--- config.mk ---
export PLATFORM = sky130hd
export DESIGN_NAME = seg_xlate_top
export DESIGN_NICKNAME = d
export VERILOG_FILES = /design/src/rtl/seg_xlate_pkg.sv /design/src/rtl/seg_xlate_ctrl.sv /design/src/rtl/seg_xlate_datapath.sv /design/src/rtl/seg_xlate_top.sv
export SDC_FILE = /design/constraint.sdc
export NUM_CORES = 1
export LEC_CHECK = 0
export ABC_AREA = 1
export BUFFER_PORTS_ARGS = -buffer_cell sky130_fd_sc_hd__buf_2
export CAP_MARGIN = 15
export CORE_ASPECT_RATIO = 2
export CORE_MARGIN = 5
export CORE_UTILIZATION = 35
export CTS_CLUSTER_SIZE = 12
export DETAILED_ROUTE_END_ITERATION = 8
export SLEW_MARGIN = 5
export SYNTH_ARGS = -nofsm -noshare
export SYNTH_HDL_FRONTEND = slang
export SYNTH_SLANG_ARGS = --single-unit
export TNS_END_PERCENT = 20
--- constraint.sdc ---
create_clock -name clk -period 1.4 [get_ports clk]
set_input_delay 0.14 -clock clk [delete_from_list [all_inputs] [get_ports clk]]
set_output_delay 0.14 -clock clk [all_outputs]
set_load 0.01 [all_outputs]
--- src/rtl/seg_xlate_pkg.sv ---
package seg_xlate_pkg;

  // Selector values on the configuration write port.
  typedef enum logic [1:0] {
    CFG_MODE    = 2'd0,
    CFG_BASE_LO = 2'd1,
    CFG_BASE_HI = 2'd2,
    CFG_RSVD    = 2'd3
  } cfgSel_e;

  // Strobes from control to datapath, valid for the current cycle.
  typedef struct packed {
    logic wrMode;
    logic wrBaseLo;
    logic wrBaseHi;
    logic capture;
  } ctrlStrobe_t;

endpackage

--- src/rtl/seg_xlate_ctrl.sv ---
module seg_xlate_ctrl
  import seg_xlate_pkg::*;
(
  input  logic        clk,
  input  logic        rstN,
  input  logic        cfgWrEn,
  input  logic [1:0]  cfgSel,
  input  logic        reqValid,
  output logic        reqReady,
  output ctrlStrobe_t strobe
);

  logic rdyQ;

  // Ready rises on the first edge after reset is released.
  always_ff @(posedge clk) begin
    if (!rstN) rdyQ <= 1'b0;
    else       rdyQ <= 1'b1;
  end

  assign reqReady = rdyQ;

  always_comb begin
    strobe          = '0;
    strobe.wrMode   = cfgWrEn && (cfgSel == CFG_MODE);
    strobe.wrBaseLo = cfgWrEn && (cfgSel == CFG_BASE_LO);
    strobe.wrBaseHi = cfgWrEn && (cfgSel == CFG_BASE_HI);
    strobe.capture  = reqValid && rdyQ;
  end

  AST_CFG_STROBE_ONEHOT: assert property (@(posedge clk) disable iff (!rstN)
    $onehot0({strobe.wrMode, strobe.wrBaseLo, strobe.wrBaseHi}));

  AST_RSVD_NO_WRITE: assert property (@(posedge clk) disable iff (!rstN)
    (cfgWrEn && cfgSel == CFG_RSVD) |-> !(strobe.wrMode || strobe.wrBaseLo || strobe.wrBaseHi));

endmodule

--- src/rtl/seg_xlate_datapath.sv ---
module seg_xlate_datapath
  import seg_xlate_pkg::*;
#(
  parameter int ADDR_W         = 32,
  parameter int SEG_BITS       = 4,
  parameter int PAGE_BITS      = 13,
  parameter int DATA_W         = 32,
  parameter int USER_SEG_LIMIT = 11
) (
  input  logic                      clk,
  input  logic                      rstN,
  input  ctrlStrobe_t               strobe,
  input  logic [DATA_W-1:0]         cfgData,
  input  logic [ADDR_W-1:0]         reqVaddr,
  input  logic                      reqUser,
  output logic                      rspValid,
  output logic [ADDR_W-1:0]         rspPaddr,
  output logic [ADDR_W-1:0]         rspVaddr,
  output logic [ADDR_W-PAGE_BITS-1:0] rspPageNum,
  output logic                      rspPageReq,
  output logic                      rspFault
);

  localparam int NUM_SEG      = 2 ** SEG_BITS;
  localparam int OFF_W        = ADDR_W - SEG_BITS;
  localparam int SEG_PER_WORD = DATA_W / SEG_BITS;
  localparam int VPN_W        = ADDR_W - PAGE_BITS;

  logic [NUM_SEG-1:0]  pagedQ;
  logic [SEG_BITS-1:0] baseQ [NUM_SEG];

  // Mode mask: a 1 marks the segment as paged.
  always_ff @(posedge clk) begin
    if (!rstN)              pagedQ <= '0;
    else if (strobe.wrMode) pagedQ <= cfgData[NUM_SEG-1:0];
  end

  // One base register per segment; its word and nibble position follow from the index.
  for (genvar g = 0; g < NUM_SEG; g++) begin : gSegBase
    localparam int  LOC   = g % SEG_PER_WORD;
    localparam bit  IS_HI = (g >= SEG_PER_WORD);
    always_ff @(posedge clk) begin
      if (!rstN)
        baseQ[g] <= SEG_BITS'(g);
      else if ((IS_HI && strobe.wrBaseHi) || (!IS_HI && strobe.wrBaseLo))
        baseQ[g] <= cfgData[LOC*SEG_BITS +: SEG_BITS];
    end
  end

  logic [SEG_BITS-1:0] segIdx;
  logic                isFault;
  logic                isPaged;
  logic [ADDR_W-1:0]   linAddr;

  always_comb begin
    segIdx  = reqVaddr[ADDR_W-1 -: SEG_BITS];
    isFault = reqUser && (segIdx >= SEG_BITS'(USER_SEG_LIMIT));
    isPaged = !isFault && pagedQ[segIdx];
    linAddr = {baseQ[segIdx], reqVaddr[OFF_W-1:0]};
  end

  always_ff @(posedge clk) begin
    if (!rstN) begin
      rspValid   <= 1'b0;
      rspPaddr   <= '0;
      rspVaddr   <= '0;
      rspPageNum <= '0;
      rspPageReq <= 1'b0;
      rspFault   <= 1'b0;
    end else begin
      rspValid <= strobe.capture;
      if (strobe.capture) begin
        rspVaddr   <= reqVaddr;
        rspFault   <= isFault;
        rspPageReq <= isPaged;
        rspPaddr   <= (isFault || isPaged) ? '0 : linAddr;
        rspPageNum <= isPaged ? reqVaddr[ADDR_W-1:PAGE_BITS] : VPN_W'(0);
      end
    end
  end

  AST_RESULT_FOLLOWS: assert property (@(posedge clk) disable iff (!rstN)
    strobe.capture |=> rspValid);

  AST_NO_SPURIOUS: assert property (@(posedge clk) disable iff (!rstN)
    !strobe.capture |=> !rspValid);

  AST_LINEAR_OFFSET: assert property (@(posedge clk) disable iff (!rstN)
    (rspValid && !rspFault && !rspPageReq) |-> (rspPaddr[OFF_W-1:0] == rspVaddr[OFF_W-1:0]));

  AST_USER_CEILING: assert property (@(posedge clk) disable iff (!rstN)
    (strobe.capture && reqUser && (reqVaddr[ADDR_W-1 -: SEG_BITS] >= SEG_BITS'(USER_SEG_LIMIT)))
      |=> (rspFault && !rspPageReq && rspPaddr == '0));

  AST_PAGED_NO_PADDR: assert property (@(posedge clk) disable iff (!rstN)
    (rspValid && rspPageReq) |-> (rspPaddr == '0 && !rspFault));

  AST_KERNEL_NO_FAULT: assert property (@(posedge clk) disable iff (!rstN)
    (strobe.capture && !reqUser) |=> !rspFault);

  AST_VPN_ZERO: assert property (@(posedge clk) disable iff (!rstN)
    (rspValid && !rspPageReq) |-> (rspPageNum == '0));

endmodule

--- src/rtl/seg_xlate_top.sv ---
module seg_xlate_top
  import seg_xlate_pkg::*;
#(
  parameter int ADDR_W         = 32,
  parameter int SEG_BITS       = 4,
  parameter int PAGE_BITS      = 13,
  parameter int DATA_W         = 32,
  parameter int USER_SEG_LIMIT = 11
) (
  input  logic                        clk,
  input  logic                        rstN,
  input  logic                        cfgWrEn,
  input  logic [1:0]                  cfgSel,
  input  logic [DATA_W-1:0]           cfgData,
  input  logic                        reqValid,
  output logic                        reqReady,
  input  logic [ADDR_W-1:0]           reqVaddr,
  input  logic                        reqUser,
  output logic                        rspValid,
  output logic [ADDR_W-1:0]           rspPaddr,
  output logic [ADDR_W-1:0]           rspVaddr,
  output logic [ADDR_W-PAGE_BITS-1:0] rspPageNum,
  output logic                        rspPageReq,
  output logic                        rspFault
);

  ctrlStrobe_t strobe;

  seg_xlate_ctrl uCtrl (
    .clk      (clk),
    .rstN     (rstN),
    .cfgWrEn  (cfgWrEn),
    .cfgSel   (cfgSel),
    .reqValid (reqValid),
    .reqReady (reqReady),
    .strobe   (strobe)
  );

  seg_xlate_datapath #(
    .ADDR_W         (ADDR_W),
    .SEG_BITS       (SEG_BITS),
    .PAGE_BITS      (PAGE_BITS),
    .DATA_W         (DATA_W),
    .USER_SEG_LIMIT (USER_SEG_LIMIT)
  ) uDp (
    .clk        (clk),
    .rstN       (rstN),
    .strobe     (strobe),
    .cfgData    (cfgData),
    .reqVaddr   (reqVaddr),
    .reqUser    (reqUser),
    .rspValid   (rspValid),
    .rspPaddr   (rspPaddr),
    .rspVaddr   (rspVaddr),
    .rspPageNum (rspPageNum),
    .rspPageReq (rspPageReq),
    .rspFault   (rspFault)
  );

endmodule

Word level (Yosys, flattened, before mapping)
Memories as Yosys holds them, arrays and structs flattened.
Index checks and enable logic that the tools add are counted.
{"block": "classes", "magnitude_cmp": 2, "n_eq_ne": 2, "n_mux": 28, "n_bitwise": 16, "n_reduce_logical": 9}
{"op": "4-bit 2-to-1 mux", "count": 16}
{"op": "32-bit 2-to-1 mux", "count": 1}
{"op": "19-bit 2-to-1 mux", "count": 1}
{"op": "1-bit bitwise OR", "count": 16}
{"op": "1-bit 2-to-1 mux", "count": 9}
{"op": "1-bit logical AND", "count": 6}
{"op": "4-bit by 5-bit < comparator with 1-bit output, second input constant", "count": 1}
{"op": "1-bit binary-select mux with 4-bit select", "count": 1}
{"op": "4-bit >= comparator, second input constant", "count": 1}
{"op": "2-bit by 1-bit equality test with 1-bit output, second input constant", "count": 1}
{"op": "2-bit equality test, second input constant", "count": 1}
{"op": "2-bit zero test", "count": 1}
{"op": "1-bit zero test", "count": 1}
{"op": "1-bit logical OR", "count": 1}
{"block": "totals", "reg_bits": 103, "ramBits": 64, "input_bits": 71, "output_inout_bits": 87, "elab_cells": 66, "n_memories": 1}
{"name": "uDp.baseQ", "depth": 16, "word_bits": 4, "read_ports": 1, "rd_ports_with_merged_regs": 0, "write_ports": 16, "line": "seg_xlate_datapath.sv:30", "rtl": "logic [SEG_BITS-1:0] baseQ [NUM_SEG];"}

Longest topological paths before layout
Gate-level depths: netlist of run 1.
{"block": "depth", "word_depth": 6, "depth_mapped": 12, "ltp_nobuf": 11}

By module
From an unflattened synthesis of run 1, not the netlist that was laid out.
{"block": "unflattened", "hier_cells": 852, "area_unflattened_um2": 6946.7}
{"module": "seg_xlate_datapath", "instances": 1, "cells_each": 842, "area_per_inst_um2": 6892.9, "seq_area_each_um2": 3963.8}
{"module": "seg_xlate_ctrl", "instances": 1, "cells_each": 10, "area_per_inst_um2": 53.8, "seq_area_each_um2": 20.0}

Worst setup path before layout of run 1
No wires, ideal clock.
{"block": "synth_timing", "path_kind": "input -> register", "start": "in cfgSel[1]", "end": "mem uDp.baseQ[10][0], enable pin", "setup_time_ns": 0.389, "arrival_time_ns": 1.089, "t_required_ns": 1.011, "path_slack_ns": -0.079, "path_stages": 4, "path_buffers": 0, "path_cell_list": "inv_1 > nor3_1 > inv_1 > nand2_1"}
{"element": "start: declaration", "line": "seg_xlate_top.sv:13", "rtl": "input logic [1:0] cfgSel,"}
{"element": "end: declaration", "line": "seg_xlate_datapath.sv:30"}

Final worst setup path of run 1
{"block": "layout_timing", "start": "reg uDp.pagedQ[10]", "end": "reg uDp.rspPaddr[16]"}
{"block": "layout_between", "elab_chain_len": 5}
{"element": "start: declaration", "line": "seg_xlate_datapath.sv:29", "rtl": "logic [NUM_SEG-1:0] pagedQ;"}
{"element": "start signal: assignment", "line": "seg_xlate_datapath.sv:35", "rtl": "else if (strobe.wrMode) pagedQ <= cfgData[NUM_SEG-1:0];"}
{"element": "1-bit binary-select mux with 4-bit select", "line": "seg_xlate_datapath.sv:58", "rtl": "isPaged = !isFault && pagedQ[segIdx];"}
{"element": "1-bit 2-to-1 mux (not written as such)", "line": "seg_xlate_datapath.sv:58"}
{"element": "1-bit logical AND", "line": "seg_xlate_datapath.sv:58"}
{"element": "1-bit logical OR", "line": "seg_xlate_datapath.sv:76", "rtl": "rspPaddr <= (isFault || isPaged) ? '0 : linAddr;"}
{"element": "32-bit 2-to-1 mux", "line": "seg_xlate_datapath.sv:76"}
{"element": "end signal: assignment", "line": "seg_xlate_datapath.sv:76"}
{"element": "end: declaration", "line": "seg_xlate_datapath.sv:17", "rtl": "output logic [ADDR_W-1:0] rspPaddr,"}
No other way between the ends. The select of a mux whose other input is x is not followed.
A chain may end at the register's enable or synchronous reset.

==> results of run 1 <==
## per-layer routing
metal / vias up / track usage (%) / routed length (um)
met5: - / 0 / 0
met4: 0 / 11.9 / 1130
met3: 58 / 3.18 / 880
met2: 181 / 33.7 / 11600
met1: 2851 / 16.8 / 7070
li1: 3144 / - / -
## cells by family after synthesis
kind of cell           Yosys count
AOI/OAI and AO/OA              119
buffers and inverters          159
and+or+nand+nor                418
DFF                            167
## state kept, by name (all words and copies together), names as in the netlist
name            cells
uDp.rspPageReq      1
uCtrl.reqReady      1
uDp.rspPaddr       32
uDp.rspFault        1
uDp.rspPageNum     19
uDp.pagedQ         16
uDp.rspValid        1
uDp.baseQ          64
uDp.rspVaddr       32
## what timing repair did
item | 4_1_cts | 5_1_grt
resized for setup | 0 | 35
hold buffers | 42 | 0
endpoints found under the hold margin | 51 | 0
setup endpoints to repair | 0 | 48
## power by group through the flow
stage / sequential (mW) / combinational, mW / clock [mW]
2_1_floorplan: 5.54 / 0.685 / 0
3_3_place_gp: 5.51 / 1.25 / 0
3_5_place_dp: 5.52 / 1.26 / 0
4_1_cts: 5.41 / 1.36 / 4.63
5_1_grt: 5.44 / 1.53 / 4.80
6_report: 5.41 / 1.39 / 4.52
## per-stage QoR
step | area, sq um | power, mW | instances | TNS (ns) | hold WS, ns
3_5_place_dp | 8290 | 6.78 | 1259 | -1.56 | 0.414
4_1_cts | 9280 | 11.4 | 1333 | 0 | 0.000997
3_3_place_gp | 8290 | 6.77 | 1259 | -0.613 | 0.410
5_1_grt | 9410 | 11.8 | 1334 | -1.53 | 0.00740
2_1_floorplan | 7050 | 6.23 | 863 | -1.50 | 0.168
6_report | 9410 | 11.3 | 1334 | 0 | 0.0188
## cell usage in the layout (no fill, tap or decap), drive strengths merged
cell type,netlist,final
nand3,106,106
nand2,253,253
o21ai,19,19
dlygate4sd3,0,42
bufinv,0,1
clkinv,0,8
clkbuf,31,18
buf,24,189
dfxtp,103,103
nor3,2,2
a31oi,1,1
nor2,57,57
edfxtp,64,64
inv,104,110
a21oi,99,99
## worst max-delay path by stage
stage / start / end / slack [ns] / cells after the start
floorplan: rstN / uDp.baseQ[0][0] / -0.05 / 2
global placement: reqVaddr[29] / uDp.rspPageNum[12] / -0.04 / 8
finish: uDp.pagedQ[10] / uDp.rspPaddr[16] / 0.04 / 10
global route: uDp.pagedQ[10] / uDp.rspPaddr[12] / -0.06 / 10
CTS: uDp.pagedQ[11] / uDp.rspPaddr[11] / 0.02 / 10
detailed placement: reqVaddr[29] / uDp.rspPageNum[12] / -0.05 / 8
## layout make-up
cell class	instances	area share, %
inverter	104	4.15
clock inverter	15	1.53
sequential	167	42.4
multi-input combinational	537	26.6
tap	262	3.48
timing repair buffer	232	17.3
clock buffer	17	4.52
## worst register-to-register path, delay by kind of cell (launching register included)
| kind | cells | cell delay [ns] |
|---|---|---|
| AO/OA/AOI/OAI | 1 | 0.12 |
| buffers and inverters | 2 | 0.24 |
| flip-flops | 1 | 0.31 |
| AND/OR/NAND/NOR | 7 | 0.61 |
==> flow_summary.yaml, run 1 <==
run:
  max-cap-violations: 0
synth:
  synth_area_leader_cell: "dfxtp_1"
  synth_top_cell_area_share_pct: 29.2
  synth_most_common_cell: "nand2_1"
  synth_seq_cells: 167
  synthSimpleGateAreaFrac_pct: 25.1
  synth.avg_cell_area_sq_um: 8.17
  synth_compound_area_share_pct: 9.00
  synth_mux_area_share_pct: 0
  ys_warn_count: 0
  yosysUniqueCellTypes: 22
  synth_xor_area_share_pct: 0
  synth_commonest_cells: "nand2_1 (251), dfxtp_1 (103), inv_1 (100)"
  syn-num-nets: 934
  synth_edf_count: 64
  synthFlopType: "dfxtp_1"
  synth_area_sq_um: 7050
  synth_fa_ha_area_share_pct: 0
  synthTopCellsByArea: "dfxtp_1 (29%), edfxtp_1 (27%), nand2_1 (13%)"
  synth_cells: 863
  yosysSeqAreaShare_pct: 56.5
  ys_async_sr_fraction_pct: 0
  synth_top_family_by_area: "simple AND/OR/NAND/NOR gates"
clock_network:
  postCtsSetupBuffers: 0
  max-clock-path-buffers: 2
  htreeDepth: 4
  root_buffer: "clkbuf_16"
  cts_made_buffers: 17
  cts.sinks: 167
  clock_latency_ns: 0.43
  cts_tree: "built"
  clk_pin_slew_ns: 0.07
floorplanning:
  start_util_pct: 35.4
  fp-row-count: 73
  die_w_um: 110
  die_area_sq_um: 23300
  ioPinCount: 158
  die_h_um: 211
  coreArea_sq_um: 19900
timing:
  fin_crit_sh_pct: 96.8
  clock_skew_ns: 0.00954
  setup_ws_ns: 0.0442
  fmaxAchievable_ghz: 0.738
  hold_viol: 0
  min_period_ns: 1.36
  finalSetupViolations: 0
  rsz0062_at_grt: "true"
  slew_headroom_pct: 69.8
  tightest_slew_ns: 0.452
  final_max_slew_viol_count: 0
routing:
  viasPerCell: 4.67
  detail-route-antenna-nets: 0
  drt-total-wl_um: 20700
  first_pass_iters: 5
  drc: 0
  wl_per_cell_um: 15.5
  via_count: 6234
  drtIter0Drc: 371
global_routing:
  antenna_found_initial: 0
  track_usage_pct: 17.9
  grt_pass1_vias: 6112
  grt_max_degree: 85
  globalRouteOverflowTotal: 0
  grt_pass1_wl_um: 31200
run_status:
  outcome: "completed"
finish:
  nFillCells: 2030
  diodes: 0
  seqCellArea_sq_um: 3990
  drive_gt1_share_pct: 26.6
  layout.nets: 1130
  area_delta_synth_final_pct: 33.4
  multi_input_area_sq_um: 2500
  finalCoreUtilization_pct: 47.2
power:
  internal_power_mw: 8.36
  powerDensity_nw_per_um2: 1200
  clockPowerShare_pct: 39.9
  pwr-share-seq_pct: 47.8
  cellLeakagePower_nw: 4.31
  peakVddDrop_mv: 0.754
  p_comb_share_pct: 12.2
  p_sw_share_pct: 26.1
  p_switching_mw: 2.96
worst_setup_path:
  worst_r2r_path_depth: 10
  arrival_ns: 1.72
  required_ns: 1.77
  r2r_start: "uDp.pagedQ[10]"
  cpLargestDelayFamily: "simple AND/OR/NAND/NOR gates"
  start_kind: "flip-flop"
  crit_fanout: 13
  r2r_slack_ns: 0.04
  crit_top_cell: "nand2_1"
  worstPathCellList: "inv_1 -> nand2_1 -> nand3_2 -> nand2_1 -> nand2_1 -> nand2_2 -> nor2_4 -> buf_12 -> nand3_1 -> a21oi_2"
  max_stage_delay_ns: 0.31
  crit_type: "flip-flop to flip-flop"
  r2r_end: "uDp.rspPaddr[16]"
  worst_setup_path_end_kind: "flip-flop"
  crit_slowest_cell: "dfxtp_1"
  cp_num_buf_inv: 2
worst_hold_path:
  worst_hold_path_type: "input port to flip-flop"
  min_path_cells: 3
  holdCritStartpoint: "cfgData[13]"
  holdPathEnd: "uDp.pagedQ[13]"
placement:
  port_buffers: 157
  dpl.hpwl_um: 14700
  routabilityCongestion: 0.856
  pre_cts_slack_ns: -0.0526
No activity file was read; power rests on OpenSTA's default activity.
==> inputs of run 2 (changes only) <==
--- a/config.mk
+++ b/config.mk
@@ -13,6 +13,7 @@
 export CORE_UTILIZATION = 35
 export CTS_CLUSTER_SIZE = 12
 export DETAILED_ROUTE_END_ITERATION = 8
+export HOLD_SLACK_MARGIN = 0.15
 export SLEW_MARGIN = 5
 export SYNTH_ARGS = -nofsm -noshare
 export SYNTH_HDL_FRONTEND = slang
==> constraint.sdc (replaced) <==
create_clock -name clk -period 1.4 [get_ports clk]
set_input_delay 0.28 -clock clk [delete_from_list [all_inputs] [get_ports clk]]
set_output_delay 0.28 -clock clk [all_outputs]
set_load 0.01 [all_outputs]
==> flow_summary.yaml, run 2 (same netlist as run 1, synthesis figures left out) <==
run_status:
  outcome: "complete, but fails checks"
  violations: "negative setup slack"
clock_network:
  htreeDepth: 4
  clock_latency_ns: 0.42
  max-clock-path-buffers: 2
  cts_made_buffers: 17
  cts_tree: "built"
  root_buffer: "clkbuf_16"
  cts.sinks: 167
  clk_pin_slew_ns: 0.06
finish:
  reg_top3: "uDp.baseQ: 64 flops, uDp.rspPaddr: 32 flops, uDp.rspVaddr: 32 flops"
  layout.nets: 1134
  top_register: "uDp.baseQ"
  stdcell_area_sq_um: 9560
  mostFrequentLayoutCell: "nand2_1"
  largest_register_ffs: 64
  area_delta_synth_final_pct: 35.6
  diodes: 0
  finalCoreUtilization_pct: 48.0
  drive_gt1_share_pct: 27.0
  layout_common_cells: "nand2_1 (245), buf_2 (157), inv_1 (97), dfxtp_1 (97), nand3_1 (86)"
  final_cells: 1338
routing:
  met3WireLength_um: 730
  first_pass_iters: 5
  wl_per_cell_um: 15.7
  drc: 0
  drt-total-wl_um: 21000
  via_count: 6282
  drtIter0Drc: 429
  detail-route-antenna-nets: 0
  wl_met1_um: 7470
  wl_met2_um: 12300
  top_layer: "met4"
  viasPerCell: 4.70
run:
  max-cap-violations: 0
global_routing:
  globalRouteOverflowTotal: 0
  grt_max_degree: 64
  track_usage_pct: 17.8
  grt_pass1_vias: 6164
  grt_pass1_wl_um: 31800
  antenna_found_initial: 0
floorplanning:
  coreArea_sq_um: 19900
  die_area_sq_um: 23300
  ioPinCount: 158
  fp-row-count: 73
  start_util_pct: 35.4
  die_h_um: 211
  die_w_um: 110
timing:
  slew_headroom_pct: 68.0
  rsz0062_at_grt: "true"
  setup_ws_ns: -0.0210
  finalSetupViolations: 4
  tightest_slew_ns: 0.479
  hold_viol: 0
  fmaxAchievable_ghz: 0.704
  fin_crit_sh_pct: 102
  min_period_ns: 1.42
  clock_skew_ns: 0.0105
  final_max_slew_viol_count: 0
worst_setup_path:
  required_ns: 1.75
  cp_num_buf_inv: 3
  crit_fanout: 6
  cpLargestDelayFamily: "simple AND/OR/NAND/NOR gates"
  max_stage_delay_ns: 0.32
  start_kind: "flip-flop"
  path_depth: 11
  worstPathCellList: "inv_1 -> nand2_1 -> nand3_2 -> nand3_2 -> nand2_2 -> nor2_4 -> nor2_4 -> buf_6 -> clkbuf_16 -> nand3_4 -> a21oi_2"
  crit_type: "flip-flop to flip-flop"
  worst_setup_path_end_kind: "flip-flop"
  worst_r2r_path_depth: 11
  arrival_ns: 1.77
  crit_slowest_cell: "dfxtp_2"
worst_hold_path:
  worst_hold_path_type: "input port to flip-flop"
  min_path_cells: 3
power:
  peakVddDrop_mv: 0.675
  cellLeakagePower_nw: 4.40
  powerDensity_nw_per_um2: 1240
placement:
  post-place-cells: 1264
  dpl.hpwl_um: 14700
  routabilityCongestion: 0.845
  pre_cts_slack_ns: -0.212
  dpl_cell_area_sq_um: 8340
  port_buffers: 157
==> run 2: layout make-up <==
| class | instances | area (sq um) |
|---|---|---|
| Clock buffer | 23 | 532 |
| Clock inverter | 9 | 106 |
| Fill cell | 2043 | 10300 |
| Inverter | 104 | 390 |
| Multi-Input combinational cell | 537 | 2520 |
| Sequential cell | 167 | 3990 |
| Tap cell | 262 | 328 |
| Timing Repair Buffer | 236 | 1700 |
==> run 2: routing by layer <==
layer  global-route usage [%]  vias to the layer above
met4                     7.27                        0
met5                        0                        -
li1                         -                     3152
met3                     2.51                       27
met2                     35.1                      141
met1                     17.8                     2962
==> run 2: worst reg2reg max path: stages (launching register included) <==
cell	delay, ns
dfxtp_2	0.32
inv_1	0.04
nand2_1	0.07
nand3_2	0.07
nand3_2	0.08
nand2_2	0.10
nor2_4	0.04
nor2_4	0.15
buf_6	0.14
clkbuf_16	0.16
nand3_4	0.07
a21oi_2	0.13
==> run 2: path summary, 6_finish.rpt <==
path,startpoint,to,slack [ns]
hold / removal,cfgData[12],uDp.pagedQ[12],0.17
setup reg to reg,uDp.pagedQ[5],uDp.rspPaddr[22],-0.02
hold reg to reg,uDp.rspVaddr[4],uDp.rspVaddr[4],0.46
setup / recovery,uDp.pagedQ[5],uDp.rspPaddr[22],-0.02
==> run 2: per-stage QoR <==
step	setup TNS, ns	total power, mW	hold WS, ns
2_1_floorplan	-5.98	6.23	0.308
3_3_place_gp	-8.97	6.78	0.450
3_5_place_dp	-9.79	6.79	0.453
4_1_cts	0	11.8	0.151
5_1_grt	-2.86	12.3	0.165
6_report	-0.0497	11.9	0.167
==> run 2: repair_timing <==
item,4_1_cts,5_1_grt
endpoints found under the setup margin,0,50
hold endpoints to repair,40,0
buffers inserted,0,4
resized for setup,0,36
hold buffers,35,0
==> run 2: power by group <==
group	total (mW)	switching, mW	internal [mW]
registers	5.42	0.106	5.31
logic	1.46	0.844	0.611
clock network	4.98	1.93	3.05
total	11.9	2.88	8.97
